[config.mk]
export PLATFORM = sky130hd
export DESIGN_NAME = amo_unit
export DESIGN_NICKNAME = d
export VERILOG_FILES = /design/src/rtl/amo_pkg.sv /design/src/rtl/amo_decode.sv /design/src/rtl/amo_alu.sv /design/src/rtl/amo_unit.sv
export SDC_FILE = /design/constraint.sdc
export NUM_CORES = 1
export LEC_CHECK = 0
export BUFFER_PORTS_ARGS = -buffer_cell sky130_fd_sc_hd__buf_2
export CAP_MARGIN = 20
export CORE_MARGIN = 10
export CORE_UTILIZATION = 40
export CTS_BUF_LIST = sky130_fd_sc_hd__clkbuf_4 sky130_fd_sc_hd__clkbuf_8
export CTS_CLUSTER_DIAMETER = 80
export CTS_CLUSTER_SIZE = 30
export DETAILED_ROUTE_END_ITERATION = 8
export GPL_TIMING_DRIVEN = 0
export SETUP_SLACK_MARGIN = 0.02
export SLEW_MARGIN = 20
export SYNTH_ARGS = -nofsm -noshare
export SYNTH_HDL_FRONTEND = slang
export SYNTH_HIERARCHICAL = 1
export SYNTH_SLANG_ARGS = --single-unit
[constraint.sdc]
create_clock -name clk -period 4.5 [get_ports clk]
set_input_delay 0.45 -clock clk [delete_from_list [all_inputs] [get_ports clk]]
set_output_delay 0.45 -clock clk [all_outputs]
set_load 0.01 [all_outputs]
[src/rtl/amo_pkg.sv]
package amo_pkg;
  typedef enum logic [2:0] {
    AK_ADD, AK_OR, AK_AND, AK_XOR, AK_SWAP, AK_CAS
  } amo_kind_e;

  typedef enum logic [2:0] {
    S_IDLE, S_READ, S_CALC, S_WRITE, S_FREE, S_DONE
  } amo_state_e;

  localparam logic [1:0] SZ_WORD  = 2'd0;
  localparam logic [1:0] SZ_DWORD = 2'd3;

  localparam logic [6:0] OPC_ADD  = 7'h00;
  localparam logic [6:0] OPC_OR   = 7'h20;
  localparam logic [6:0] OPC_AND  = 7'h28;
  localparam logic [6:0] OPC_XOR  = 7'h50;
  localparam logic [6:0] OPC_SWAP = 7'h70;
  localparam logic [6:0] OPC_CAS  = 7'h78;
endpackage

[src/rtl/amo_decode.sv]
module amo_decode
  import amo_pkg::*;
#(
  parameter int IMMW = 32
) (
  input  logic [IMMW-1:0] imm,
  input  logic [1:0]      size,
  output amo_kind_e       kind,
  output logic            fetch,
  output logic            dword,
  output logic            legal
);
  logic       upper_zero;
  logic       op_ok;
  logic       size_ok;
  logic [6:0] opc;

  assign upper_zero = (imm[IMMW-1:8] == '0);
  assign opc        = imm[7:1];
  assign fetch      = imm[0];
  assign size_ok    = (size == SZ_WORD) || (size == SZ_DWORD);
  assign dword      = (size == SZ_DWORD);

  always_comb begin
    kind  = AK_ADD;
    op_ok = 1'b1;
    unique case (opc)
      OPC_ADD:  kind = AK_ADD;
      OPC_OR:   kind = AK_OR;
      OPC_AND:  kind = AK_AND;
      OPC_XOR:  kind = AK_XOR;
      OPC_SWAP: begin kind = AK_SWAP; op_ok = imm[0]; end
      OPC_CAS:  begin kind = AK_CAS;  op_ok = imm[0]; end
      default:  op_ok = 1'b0;
    endcase
  end

  assign legal = upper_zero && op_ok && size_ok;
endmodule

[src/rtl/amo_alu.sv]
module amo_alu
  import amo_pkg::*;
#(
  parameter int XLEN = 64
) (
  input  amo_kind_e       kind,
  input  logic            dword,
  input  logic [XLEN-1:0] old_v,
  input  logic [XLEN-1:0] src_v,
  input  logic [XLEN-1:0] cmp_v,
  output logic [XLEN-1:0] new_v,
  output logic            do_write
);
  localparam int HALF = XLEN / 2;

  logic [XLEN-1:0] mask;
  logic [XLEN-1:0] s_m;
  logic [XLEN-1:0] c_m;
  logic [XLEN-1:0] o_m;
  logic [XLEN-1:0] raw;

  assign mask = dword ? '1 : {{(XLEN-HALF){1'b0}}, {HALF{1'b1}}};
  assign s_m  = src_v & mask;
  assign c_m  = cmp_v & mask;
  assign o_m  = old_v & mask;

  always_comb begin
    do_write = 1'b1;
    unique case (kind)
      AK_ADD:  raw = o_m + s_m;
      AK_OR:   raw = o_m | s_m;
      AK_AND:  raw = o_m & s_m;
      AK_XOR:  raw = o_m ^ s_m;
      AK_SWAP: raw = s_m;
      AK_CAS:  begin raw = s_m; do_write = (o_m == c_m); end
      default: raw = o_m;
    endcase
  end

  assign new_v = raw & mask;
endmodule

[src/rtl/amo_unit.sv]
module amo_unit
  import amo_pkg::*;
#(
  parameter int XLEN = 64,
  parameter int OFFW = 16,
  parameter int IMMW = 32
) (
  input  logic            clk,
  input  logic            rst_n,
  input  logic            start,
  input  logic [1:0]      op_size,
  input  logic [XLEN-1:0] base_val,
  input  logic [OFFW-1:0] offset,
  input  logic [XLEN-1:0] src_val,
  input  logic [XLEN-1:0] r0_val,
  input  logic [IMMW-1:0] op_imm,
  output logic            mem_req,
  output logic            mem_lock,
  output logic            mem_we,
  output logic            mem_dw,
  output logic [XLEN-1:0] mem_addr,
  output logic [XLEN-1:0] mem_wdata,
  input  logic            mem_gnt,
  input  logic [XLEN-1:0] mem_rdata,
  output logic            done,
  output logic            err,
  output logic [XLEN-1:0] old_val,
  output logic            wb_en,
  output logic            wb_to_r0
);
  localparam int HALF = XLEN / 2;

  amo_state_e      st_q, st_d;
  amo_kind_e       dec_kind, kind_q;
  logic            dec_fetch, dec_dw, dec_legal;
  logic            fetch_q, dw_q, err_q, wr_q;
  logic [XLEN-1:0] addr_q, src_q, r0_q, old_q, new_q;
  logic [XLEN-1:0] alu_new;
  logic            alu_wr;
  logic [XLEN-1:0] rd_ext;
  logic            cap_en, rd_en, calc_en;

  amo_decode #(.IMMW(IMMW)) u_dec (
    .imm   (op_imm),
    .size  (op_size),
    .kind  (dec_kind),
    .fetch (dec_fetch),
    .dword (dec_dw),
    .legal (dec_legal)
  );

  amo_alu #(.XLEN(XLEN)) u_alu (
    .kind     (kind_q),
    .dword    (dw_q),
    .old_v    (old_q),
    .src_v    (src_q),
    .cmp_v    (r0_q),
    .new_v    (alu_new),
    .do_write (alu_wr)
  );

  assign rd_ext = dw_q ? mem_rdata : {{(XLEN-HALF){1'b0}}, mem_rdata[HALF-1:0]};

  // next-state and port control
  always_comb begin
    st_d     = st_q;
    cap_en   = 1'b0;
    rd_en    = 1'b0;
    calc_en  = 1'b0;
    mem_req  = 1'b0;
    mem_we   = 1'b0;
    mem_lock = 1'b0;
    unique case (st_q)
      S_IDLE: if (start) begin
        cap_en = 1'b1;
        st_d   = dec_legal ? S_READ : S_DONE;
      end
      S_READ: begin
        mem_lock = 1'b1;
        mem_req  = 1'b1;
        if (mem_gnt) begin
          rd_en = 1'b1;
          st_d  = S_CALC;
        end
      end
      S_CALC: begin
        mem_lock = 1'b1;
        calc_en  = 1'b1;
        st_d     = alu_wr ? S_WRITE : S_FREE;
      end
      S_WRITE: begin
        mem_lock = 1'b1;
        mem_req  = 1'b1;
        mem_we   = 1'b1;
        if (mem_gnt) st_d = S_FREE;
      end
      S_FREE:  st_d = S_DONE;
      S_DONE:  st_d = S_IDLE;
      default: st_d = S_IDLE;
    endcase
  end

  always_ff @(posedge clk or negedge rst_n) begin
    if (!rst_n) st_q <= S_IDLE;
    else        st_q <= st_d;
  end

  // operand capture
  always_ff @(posedge clk or negedge rst_n) begin
    if (!rst_n) begin
      addr_q  <= '0;
      src_q   <= '0;
      r0_q    <= '0;
      kind_q  <= AK_ADD;
      fetch_q <= 1'b0;
      dw_q    <= 1'b0;
      err_q   <= 1'b0;
    end else if (cap_en) begin
      addr_q  <= base_val + {{(XLEN-OFFW){offset[OFFW-1]}}, offset};
      src_q   <= src_val;
      r0_q    <= r0_val;
      kind_q  <= dec_kind;
      fetch_q <= dec_fetch;
      dw_q    <= dec_dw;
      err_q   <= ~dec_legal;
    end
  end

  // old value: cleared at capture, loaded on read grant
  always_ff @(posedge clk or negedge rst_n) begin
    if (!rst_n)      old_q <= '0;
    else if (cap_en) old_q <= '0;
    else if (rd_en)  old_q <= rd_ext;
  end

  // computed value
  always_ff @(posedge clk or negedge rst_n) begin
    if (!rst_n) begin
      new_q <= '0;
      wr_q  <= 1'b0;
    end else if (calc_en) begin
      new_q <= alu_new;
      wr_q  <= alu_wr;
    end
  end

  assign mem_addr  = addr_q;
  assign mem_dw    = dw_q;
  assign mem_wdata = new_q;
  assign done      = (st_q == S_DONE);
  assign err       = done & err_q;
  assign old_val   = old_q;
  assign wb_en     = done & ~err_q & fetch_q;
  assign wb_to_r0  = done & ~err_q & (kind_q == AK_CAS);

  logic unused_ok;
  assign unused_ok = wr_q;
endmodule

==> impl_metrics.yaml <==
clocking:
  path_clk_slew_ns: 0.13
  root_buffer: "clkbuf_8"
  clock_sinks: 329
  clk_latency_ns: 0.74
  cts_tree: "built"
  cts_max_level: 1
  numCtsBuffers: 26
  cts_max_path_buffers: 3
floorplan:
  start_util_pct: 40.3
  dieArea_um2: 72400
  core_area_um2: 61600
  die_y_um: 269
  die_w_um: 269
  rows: 91
  io_pins: 510
grt:
  use_met3_pct: 5.27
  grt_util_met1_pct: 36.3
  grt_overflow: 0
  busiest_layer: "met2"
  antenna_found_initial: 20
  grt_pass1_wl_um: 157000
  grt_pass1_vias: 25500
  grt_util_all_layers_pct: 28.4
  use_met2_pct: 47.9
  grt_max_degree: 96
power:
  p_per_area_nw_per_um2: 515
  ir_drop_v: 0.000298
  cellLeakagePower_uw: 0.0154
timing:
  fin_tns_setup_ns: 0
  slew_headroom_pct: 25.1
  rsz0062_at_grt: "no"
  hold_violations: 0
  period_needed_ns: 4.38
  setup_viol: 0
  skew_ns: 0.0579
  tightest_slew_ns: 1.12
  maxSlewViolCount: 0
  finalCritPeriodShare_pct: 97.3
  max_freq_mhz: 228
setup_path:
  slowest_stage: "a2111oi_4"
  cp.required_ns: 5.16
  slowest_delay_ns: 0.43
  path_cells: "ha_1, inv_1, fa_1, nand2b_1, a21o_1, a211o_1, a211oi_4, o2111ai_2, a2111oi_4, nor2_2, o41ai_4, mux2_1, a211oi_2, mux2_2"
  critPathBufInv: 1
  end_kind: "flop"
  crit_fanout: 4
  cp.arrival_ns: 5.04
  critical_path_class: "reg2reg"
  crit_family: "compound AO/OA/AOI/OAI gates"
  critPathLaunchType: "flop"
place:
  hpwlAfterDp_um: 84100
  gp_congestion: 0.977
  io_buffers: 509
  dp.cells: 4379
logic_synthesis:
  yosysSeqAreaShare_pct: 33.2
  ys_warn_count: 6
  async_flop_share_pct: 100
  synth_simple_gate_area_share_pct: 19.0
  synth_top_family_by_area: "compound AO/OA/AOI/OAI gates"
  synth_xor_area_share_pct: 5.82
  yosysMostFrequentCell: "nand2_1"
  synthMuxAreaShare_pct: 4.99
  synthTopCellsByArea: "dfrtp_1 (33%), nand2_1 (10%), ha_1 (9.6%)"
  syn_nets: 3531
  yosys.cell_types.count: 95
  synth_compound_area_share_pct: 21.6
  synth_top_cell_by_area: "dfrtp_1"
  synth_edf_count: 0
  synth.top_cell.area_share_pct: 33.2
  synth_common_cells: "nand2_1 (684), dfrtp_1 (329), a21oi_1 (223), ha_1 (191), inv_1 (173)"
  synth_area_per_cell_um2: 8.19
  ys.flop_type: "dfrtp_1"
  ys_ff_latch: 329
  syn_inst: 3028
  synth_area_um2: 24800
  synth_fa_ha_area_share_pct: 9.79
routing:
  drc: 0
  drt-total-wl_um: 107000
  dr_total_vias: 25600
  drtAntennaViolNets: 0
  drt_first_iter_violations: 2282
  via_per_inst: 5.53
  drt-pass1-iter-count: 7
  post_drt_wl_per_cell_um: 23.0
worst_hold_path:
  hold_class: "in2reg"
finish:
  fill_cells: 6052
  fin_cells: 4632
  seqCellArea_um2: 8240
  multi_input_area_um2: 15300
  nets: 4263
  drive_gt1_share_pct: 19.6
  syn_to_final_growth_pct: 26.3
run:
  cap_violations: 0
outcome:
  status: "completed"
final timing paths:
| path | to | slack [ns] | cells past startpoint | from |
|---|---|---|---|---|
| setup / recovery | mem_wdata[60] | 0.12 | 14 | src_q[0] |
| hold / removal | src_q[0] | 0.06 | 3 | src_val[0] |
| setup reg to reg | mem_wdata[60] | 0.12 | 14 | src_q[0] |
| hold reg to reg | mem_addr[3] | 0.48 | 2 | mem_addr[3] |
| max in group asynchronous | mem_addr[44] | 3.21 | 3 | rst_n |
| min in group asynchronous | mem_wdata[18] | 0.28 | 2 | rst_n |
worst min-delay path, stage by stage:
cell,delay (ns)
buf_2,0.15
nand2_1,0.07
nand2_1,0.05
power by group:
group / internal, uW / switching [uW] / total [uW]
sequential: 4150 / 1280 / 5420
combinational: 3360 / 5170 / 8540
clock: 810 / 1370 / 2180
total: 8320 / 7810 / 16100
registers in the layout, indices dropped and copies added, names as in the netlist:
register / count
err_q: 1
fetch_q: 1
kind_q: 3
mem_addr: 64
mem_dw: 1
mem_wdata: 64
old_val: 64
r0_q: 64
src_q: 64
st_q: 3
layout by cell type, fill, tap and decap left out, types with 67 or more instances in the layout:
cell	netlist	layout
a21oi_1	223	217
a22o_1	67	67
buf_2	13	522
clkbuf_1	151	139
dfrtp_1	329	325
dlygate4sd3_1	0	191
ha_1	191	190
inv_1	173	173
mux2_2	67	67
nand2_1	684	683
nor2_1	97	96
o21ai_0	170	169
xnor2_1	98	98
xor2_1	67	67
repair_timing:
item,CTS,global route
pin swaps,0,3
gates resized for setup,22,16
setup endpoints to repair,32,12
hold buffers,191,0
cloned,0,0
endpoints found under the hold margin,267,0
buffers inserted,1,3
cell families (layout without fill, tap and decap cells):
logic type               after synthesis  in the layout
AND/OR/NAND/NOR                     1064           1064
AO/OA/AOI/OAI                        806            806
buffers and inverters                357           1109
flip-flops                           329            329
adder cells (fa/ha/maj)              193            193
XOR/XNOR                             165            165
multiplexers                         114            114
other                                  0             15
cell type report:
cell class                 count  share of cell area [%]
antenna                       15                   0.120
buffer                       179                    2.47
clock buffer                  27                    1.19
clock inverter                21                    1.13
inverter                     173                    2.07
multi-input combinational   2342                    48.7
sequential                   329                    26.3
tap                          837                    3.34
timing repair buffer         709                    14.7
routing by layer:
layer  share of wire (%)  vias to the layer above
met5               0.065                        -
met4                 3.3                       10
met3                 8.0                      190
met2                  47                     1021
met1                  41                    12300
li1                    -                    12100
through the flow:
| step | util, % | area, um2 | setup WS, ns | hold WS, ns | power [uW] |
|---|---|---|---|---|---|
| after floorplan | - | 24800 | 0.391 | 0.154 | 10400 |
| after global placement | 46.1 | 28400 | -3.75 | 0.452 | 13600 |
| after detailed placement | 46.3 | 28500 | -1.38 | 0.457 | 13700 |
| after CTS | 50.7 | 31200 | 0.00946 | 0.00714 | 16100 |
| after global routing | 50.9 | 31300 | 0.0205 | 0.0146 | 17300 |
| final | 50.9 | 31300 | 0.122 | 0.0632 | 16100 |
Note: power is estimated with default switching activity, not from simulation.
